<file path="src/rtl/lcdf_pkg.sv">
package lcdf_pkg;

    localparam int DEF_ADDR_W = 32;
    localparam int DEF_LINE_W = 10;
    localparam int PAL_W      = 10;
    localparam logic [PAL_W-1:0] PAL_BYTES = 10'd512;

    typedef enum logic [1:0] {
        PLM_BOTH     = 2'd0,
        PLM_PAL_ONLY = 2'd1,
        PLM_PIX_ONLY = 2'd2,
        PLM_BOTH_ALT = 2'd3
    } pal_mode_e;

    typedef enum logic [2:0] {
        PX2  = 3'd0,
        PX4  = 3'd1,
        PX8  = 3'd2,
        PX12 = 3'd3,
        PX16 = 3'd4
    } px_depth_e;

    typedef enum logic [1:0] {
        ST_OFF,
        ST_READY,
        ST_BUSY,
        ST_HALT
    } seq_state_e;

    // bits per pixel for a depth code, 0 when unsupported
    function automatic logic [4:0] depth_bits(input logic [2:0] code);
        case (code)
            PX2:     return 5'd2;
            PX4:     return 5'd4;
            PX8:     return 5'd8;
            PX12:    return 5'd12;
            PX16:    return 5'd16;
            default: return 5'd0;
        endcase
    endfunction

    // byte offset of pixel data past the palette block
    function automatic logic [PAL_W-1:0] pix_offset(input logic [1:0] mode,
                                                     input logic [2:0] code);
        if (mode == PLM_PIX_ONLY) return '0;
        case (code)
            PX8:      return 10'd512;
            PX2, PX4: return 10'd32;
            default:  return '0;
        endcase
    endfunction

endpackage

</file>
<file path="src/rtl/lcdf_geom.sv">
module lcdf_geom
    import lcdf_pkg::*;
#(
    parameter int AW = DEF_ADDR_W,
    parameter int LW = DEF_LINE_W
) (
    input  logic [1:0]      plm,
    input  logic [2:0]      depth,
    input  logic [LW-1:0]   width_m1,
    input  logic [LW-1:0]   height_m1,
    input  logic            sub_en,
    input  logic            sub_first,
    input  logic [LW-1:0]   sub_val,
    input  logic [AW-1:0]   top,
    input  logic [AW-1:0]   bot,
    output logic            depth_ok,
    output logic            fits,
    output logic [AW-1:0]   start_addr,
    output logic [2*LW+3:0] byte_cnt,
    output logic [LW-1:0]   first_line,
    output logic [LW:0]     line_cnt,
    output logic [PAL_W-1:0] pal_len
);
    localparam int PW = 2*LW + 7;

    logic [LW:0]        wid, hgt;
    logic [4:0]         bits;
    logic [PAL_W-1:0]   offset;
    logic [PW-1:0]      tot_bits, row_bits, cnt_bits;
    logic [AW+1:0]      need_u;
    logic signed [AW+1:0] span;

    always_comb begin
        wid    = {1'b0, width_m1} + (LW+1)'(1);
        hgt    = {1'b0, height_m1} + (LW+1)'(1);
        bits   = depth_bits(depth);
        offset = pix_offset(plm, depth);
        depth_ok = (bits != 5'd0);
        pal_len  = (plm == PLM_PIX_ONLY) ? '0 : PAL_BYTES;

        tot_bits = PW'(wid) * PW'(hgt) * PW'(bits);
        need_u   = (AW+2)'(tot_bits >> 3) + (AW+2)'(offset);
        span     = $signed({2'b00, bot}) - $signed({2'b00, top});
        fits     = ($signed(need_u) <= (span + 2));

        if (sub_en && sub_first) begin
            first_line = sub_val;
            line_cnt   = ({1'b0, sub_val} < hgt) ? (hgt - {1'b0, sub_val}) : '0;
        end else if (sub_en) begin
            first_line = '0;
            line_cnt   = ({1'b0, sub_val} < hgt) ? {1'b0, sub_val} : hgt;
        end else begin
            first_line = '0;
            line_cnt   = hgt;
        end

        row_bits   = PW'(first_line) * PW'(wid) * PW'(bits);
        cnt_bits   = PW'(line_cnt) * PW'(wid) * PW'(bits);
        start_addr = top + AW'(offset) + AW'(row_bits >> 3);
        byte_cnt   = (2*LW+4)'(cnt_bits >> 3);
    end
endmodule

</file>
<file path="src/rtl/lcdf_bufsel.sv">
module lcdf_bufsel (
    input  logic clk,
    input  logic rst,
    input  logic disarm,
    input  logic arm,
    input  logic advance,
    output logic buf_valid,
    output logic buf_idx
);
    always_ff @(posedge clk) begin
        if (rst || disarm) begin
            buf_valid <= 1'b0;
            buf_idx   <= 1'b0;
        end else if (arm) begin
            buf_valid <= 1'b1;
            buf_idx   <= 1'b0;
        end else if (advance) begin
            buf_idx   <= ~buf_idx;
        end
    end
endmodule

</file>
<file path="src/rtl/lcd_frame_seq.sv">
module lcd_frame_seq
    import lcdf_pkg::*;
#(
    parameter int AW = DEF_ADDR_W,
    parameter int LW = DEF_LINE_W
) (
    input  logic            clk,
    input  logic            rst,
    input  logic            enable,
    input  logic            dual,
    input  logic [1:0]      plm,
    input  logic [2:0]      depth,
    input  logic [LW-1:0]   width_m1,
    input  logic [LW-1:0]   height_m1,
    input  logic            sub_en,
    input  logic            sub_first,
    input  logic [LW-1:0]   sub_val,
    input  logic [AW-1:0]   top0,
    input  logic [AW-1:0]   bot0,
    input  logic [AW-1:0]   top1,
    input  logic [AW-1:0]   bot1,
    input  logic [3:0]      addr_ok,
    input  logic [1:0]      dma_ie,
    input  logic            frame_req,
    input  logic            pal_ack,
    input  logic            xfer_done,
    output logic            buf_valid,
    output logic            buf_idx,
    output logic            start_vld,
    output logic [AW-1:0]   start_addr,
    output logic [2*LW+3:0] start_bytes,
    output logic [AW-1:0]   pal_addr,
    output logic [9:0]      pal_len,
    output logic [LW-1:0]   first_line,
    output logic [LW:0]     line_cnt,
    output logic            frame_done,
    output logic            palette_done,
    output logic            sync_err,
    output logic            off_req,
    output logic [2:0]      dma_cond,
    output logic            dma_irq
);
    localparam int BW = 2*LW + 4;

    seq_state_e      state;
    logic [AW-1:0]   cur_top, cur_bot, g_addr;
    logic [BW-1:0]   g_bytes;
    logic [LW-1:0]   g_first;
    logic [LW:0]     g_lines;
    logic [PAL_W-1:0] g_pal;
    logic            g_depth_ok, g_fits;
    logic            regions_ok, frame_go, launch;

    assign cur_top = buf_idx ? top1 : top0;
    assign cur_bot = buf_idx ? bot1 : bot0;

    lcdf_geom #(.AW(AW), .LW(LW)) u_geom (
        .plm(plm), .depth(depth), .width_m1(width_m1), .height_m1(height_m1),
        .sub_en(sub_en), .sub_first(sub_first), .sub_val(sub_val),
        .top(cur_top), .bot(cur_bot),
        .depth_ok(g_depth_ok), .fits(g_fits), .start_addr(g_addr),
        .byte_cnt(g_bytes), .first_line(g_first), .line_cnt(g_lines),
        .pal_len(g_pal)
    );

    always_comb begin
        regions_ok = addr_ok[0] && addr_ok[1] && (!dual || (addr_ok[2] && addr_ok[3]));
        frame_go   = enable && (state == ST_READY) && frame_req
                     && (plm != PLM_PAL_ONLY) && g_depth_ok;
        launch     = frame_go && g_fits;
    end

    lcdf_bufsel u_buf (
        .clk(clk), .rst(rst),
        .disarm(!enable),
        .arm(enable && (state == ST_OFF)),
        .advance(launch && dual),
        .buf_valid(buf_valid), .buf_idx(buf_idx)
    );

    always_ff @(posedge clk) begin
        if (rst) begin
            state        <= ST_OFF;
            start_vld    <= 1'b0;
            start_addr   <= '0;
            start_bytes  <= '0;
            pal_addr     <= '0;
            pal_len      <= '0;
            first_line   <= '0;
            line_cnt     <= '0;
            frame_done   <= 1'b0;
            palette_done <= 1'b0;
            sync_err     <= 1'b0;
            off_req      <= 1'b0;
            dma_cond     <= '0;
            dma_irq      <= 1'b0;
        end else begin
            start_vld    <= 1'b0;
            frame_done   <= 1'b0;
            palette_done <= 1'b0;
            sync_err     <= 1'b0;
            off_req      <= 1'b0;
            dma_cond     <= '0;
            dma_irq      <= 1'b0;
            if (!enable) begin
                state <= ST_OFF;
            end else begin
                case (state)
                    ST_OFF: begin
                        if (regions_ok) begin
                            state <= ST_READY;
                        end else begin
                            dma_cond[2] <= 1'b1;
                            dma_irq     <= dma_ie[1];
                            state       <= ST_HALT;
                        end
                    end
                    ST_READY: begin
                        if (launch) begin
                            start_vld   <= 1'b1;
                            start_addr  <= g_addr;
                            start_bytes <= g_bytes;
                            pal_addr    <= cur_top;
                            pal_len     <= g_pal;
                            first_line  <= g_first;
                            line_cnt    <= g_lines;
                            dma_cond[buf_idx] <= 1'b1;
                            dma_irq     <= dma_ie[0];
                            state       <= ST_BUSY;
                        end else if (frame_go) begin
                            sync_err <= 1'b1;
                            off_req  <= 1'b1;
                            state    <= ST_HALT;
                        end
                    end
                    ST_BUSY: begin
                        if (pal_ack && (pal_len != '0)) palette_done <= 1'b1;
                        if (xfer_done) begin
                            frame_done <= 1'b1;
                            state      <= ST_READY;
                        end
                    end
                    default: state <= ST_HALT;
                endcase
            end
        end
    end
endmodule

</file>
<file path="config.mk">
export PLATFORM = sky130hd
export DESIGN_NAME = lcd_frame_seq
export DESIGN_NICKNAME = d
export VERILOG_FILES = /design/src/rtl/lcdf_pkg.sv /design/src/rtl/lcdf_geom.sv /design/src/rtl/lcdf_bufsel.sv /design/src/rtl/lcd_frame_seq.sv
export SDC_FILE = /design/constraint.sdc
export NUM_CORES = 2
export LEC_CHECK = 0
export ABC_AREA = 1
export CAP_MARGIN = 20
export CORE_MARGIN = 2
export CORE_UTILIZATION = 59
export DETAILED_ROUTE_END_ITERATION = 6
export PLACE_DENSITY = 0.9
export SLEW_MARGIN = 10
export SYNTH_ARGS = -nofsm -noshare
export SYNTH_HDL_FRONTEND = slang
export SYNTH_SLANG_ARGS = --single-unit
export TNS_END_PERCENT = 5
</file>
<file path="constraint.sdc">
create_clock -name clk -period 15.37 [get_ports clk]
set_clock_uncertainty 0.1 [all_clocks]
set_input_delay 2.3055 -clock clk [delete_from_list [all_inputs] [get_ports clk]]
set_output_delay 2.3055 -clock clk [all_outputs]
set_load 0.01 [all_outputs]
</file>
==> reports/metrics.yaml <==
status:
  status: "finished clean"
setup_path:
  cp_slowest_stage_delay_ns: 0.65
  worst-path-max-fanout: 58
  startpoint_type: "input pin"
  r2r_slack_ns: 8.40
  worst-endpoint-required_ns: 15.59
  crit_slowest_cell: "inv_1"
  crit_path_end_kind: "flip-flop"
  r2r_cells: 35
  critPathTopFamily: "adder cells"
  crit_start: "width_m1[0]"
  cp.arrival_ns: 14.58
  regToRegEndpoint: "start_bytes[19]"
  critPathBufInv: 12
  crit_top_cell: "nand2_1"
  crit_type: "in2reg"
  r2r_start: "u_buf.buf_idx"
cts:
  cts-root-buf: "clkbuf_16"
  ctsHoldBuffers: 0
  clockBufferDepth: 2
  cts_tree: "yes"
  clkSinkCount: 122
  clk_latency_ns: 0.44
  cts.reportedPaths.clkPinSlew_ns: 0.06
  postCtsSetupBuffers: 0
  cts_max_level: 4
  numCtsBuffers: 17
grt:
  grt_remaining_overflow: 0
  antenna_found_initial: 3
  grt_pass1_vias: 30820
  grt_pass1_wl_um: 153800
  use_met3_pct: 5.711
  grt.busiest_layer: "met2"
  grt_max_degree: 113
  grt_use_met1_pct: 43.96
  met2_usage_pct: 57.16
  grt_usage_pct: 34.05
drt:
  drc: 0
  drt-pass1-iter-count: 7
  routedWlPerCell_um: 16.90
  ant_nets: 0
  vias: 31250
  first_iter_violations: 2842
  viasPerCell: 5.594
  routed_wl_um: 94390
synth:
  synth_area_leaders: "fa_1 23%, ha_1 17%, nand2_1 13%"
  synth_top_area_cell: "fa_1"
  synthesis.area_um2: 31530
  async_reset_ff_share_pct: 0
  ys_seq_area_share_pct: 7.747
  ys.flop_type: "dfxtp_1"
  synth_top_area_share_pct: 22.61
  avgSynthCellArea_um2: 6.819
  synth.distinct_cells: 55
  yosysWarnings: 0
  synth-seq-cells: 122
  synth_edf_count: 0
  syn_inst: 4623
pwr:
  p_total_uw: 5946
  p_per_area_nw_per_um2: 165.6
  internal_power_uw: 2492
  pwr-share-clk_pct: 7.4
  leakage_uw: 0.01963
  p_seq_share_pct: 5.4
  p_comb_share_pct: 87.2
  switching_share_pct: 58.09
  p_sw_uw: 3454
  ir_worst_vdd_v: 0.0002109
final_layout:
  layout-drive-gt1-share_pct: 4.922
  multi_input_area_um2: 25390
  regArea_um2: 2444
  final_cell_area_um2: 35900
  fillers: 4269
  areaGrowthSynthToFinish_pct: 13.87
  nNetsFinal: 5855
min_path:
  worstHoldPathCells: 2
  hold_start: "start_addr[2]"
  holdPathEnd: "start_addr[2]"
  hold_path_class: "reg2reg"
job:
  drv_cap: 0
floorplan:
  die_x_um: 235.2
  start_util_pct: 59.87
  pin_count: 308
  die_area_um2: 55300
  coreArea_um2: 52660
  die_y_um: 235.2
  rows: 84
placement:
  post_dp_cell_area_um2: 35240
  place_congestion: 1.005
  dp_slack_ns: 0.4839
  port_buffers: 298
  dp_hpwl_um: 77560
sta:
  post-route-period-util_pct: 93.41
  holdWs_ns: 0.3811
  rsz0062_at_grt: "false"
  setup_viol: 0
  fin_tns_setup_ns: 0
  setup_ws_ns: 1.013
  drv_slew: 0
  fmax_mhz: 69.65
  layout_min_cycle_time_ns: 14.36
  hold_viol_final: 0
  slew_headroom_pct: 10.40
  worstMarginPinSlew_ns: 1.330
[sequential cells by signal, indices dropped and copies added, names as in the netlist, 2 cells and up]
register,count
dma_cond,3
line_cnt,11
start_bytes,24
pal_addr,32
first_line,10
state,2
start_addr,32
[metal layers]
metal | vias to the layer above | wire, µm
li1 | 14750 | -
met2 | 1453 | 44160
met5 | - | 0
met3 | 331 | 8797
met4 | 0 | 3886
met1 | 14710 | 37540
[stage by stage]
step                      util (%)  cells
after global routing         68.17   5586
after CTS                    68.11   5584
after floorplan                  -   4634
after global placement       66.91   5551
final                        68.17   5586
after detailed placement     66.93   5552
[power by group through the flow]
stage / Combinational, µW / Clock, µW / Sequential, µW
after CTS: 5110 / 435 / 323
final: 5180 / 437 / 324
after global routing: 5890 / 447 / 324
after detailed placement: 5030 / 0 / 330
after global placement: 4870 / 0 / 330
after floorplan: 3860 / 0 / 332
[layout by cell type (no fill, tap or decap), types with 72 or more instances in the layout]
master / netlist / final
nand2_1: 1133 / 1133
inv_1: 822 / 820
nor2_1: 612 / 609
ha_1: 438 / 438
fa_1: 356 / 356
clkdlybuf4s50_1: 0 / 298
o21ai_0: 198 / 196
a21oi_1: 181 / 181
nand3_1: 140 / 140
dfxtp_1: 122 / 121
xor2_1: 119 / 119
nor2_2: 72 / 72
[worst max-delay path by stage]
stage	endpoint	slack, ns	cells after the start
floorplan	line_cnt[5]	2.61	64
global placement	start_bytes[19]	0.80	60
detailed placement	start_bytes[15]	0.48	61
CTS	start_bytes[19]	0.79	61
global route	start_bytes[19]	0.09	63
finish	start_bytes[20]	1.01	65
[worst min-delay path, cell delays in order, from the launching register on]
cell	delay (ns)
dfxtp_1	0.32
nor2_1	0.04
nor2_1	0.08
[Yosys cell counts, types with 7 or more instances]
| master | number |
|---|---|
| nand3_1 | 140 |
| a21o_1 | 8 |
| ha_1 | 438 |
| inv_2 | 9 |
| inv_1 | 822 |
| or2_2 | 48 |
| a21boi_0 | 10 |
| o21ai_0 | 198 |
| o21ai_1 | 11 |
| nor2_2 | 72 |
| xor2_1 | 119 |
| o211ai_1 | 17 |
| dfxtp_1 | 122 |
| nand2_1 | 1133 |
| xnor2_1 | 46 |
| buf_8 | 7 |
| nor2_1 | 612 |
| nand4_1 | 35 |
| buf_4 | 11 |
| nor3_1 | 29 |
| o21bai_1 | 13 |
| a21oi_1 | 181 |
| o21a_1 | 9 |
| nand3_2 | 7 |
| buf_2 | 9 |
| clkinv_1 | 11 |
| fa_1 | 356 |
| clkbuf_1 | 83 |
[cell families after synthesis]
family | Yosys count | share of synthesized area [%]
simple gates | 2105 | 27.47
flops | 122 | 7.747
compound gates | 468 | 8.053
xor+xnor | 165 | 4.584
buf+inv | 962 | 11.95
other cells | 1 | 0.01190
fa+ha+maj | 794 | 39.99
mux | 6 | 0.1905
[area by class of cell]
cell class                      instances  area share, %
Timing Repair Buffer                  349          9.467
Clock buffer                           18          1.223
Inverter                              843          8.860
Sequential cell                       122          6.807
Clock inverter                         14         0.5124
Tap cell                              688          2.398
Multi-Input combinational cell       3550          70.72
Antenna cell                            2        0.01394
[timing repair]
item	4_1_cts	5_1_grt
setup endpoints to repair	0	96
gates resized for setup	0	12
hold endpoints to repair	0	0
Note: power is estimated with default switching activity, not from simulation.
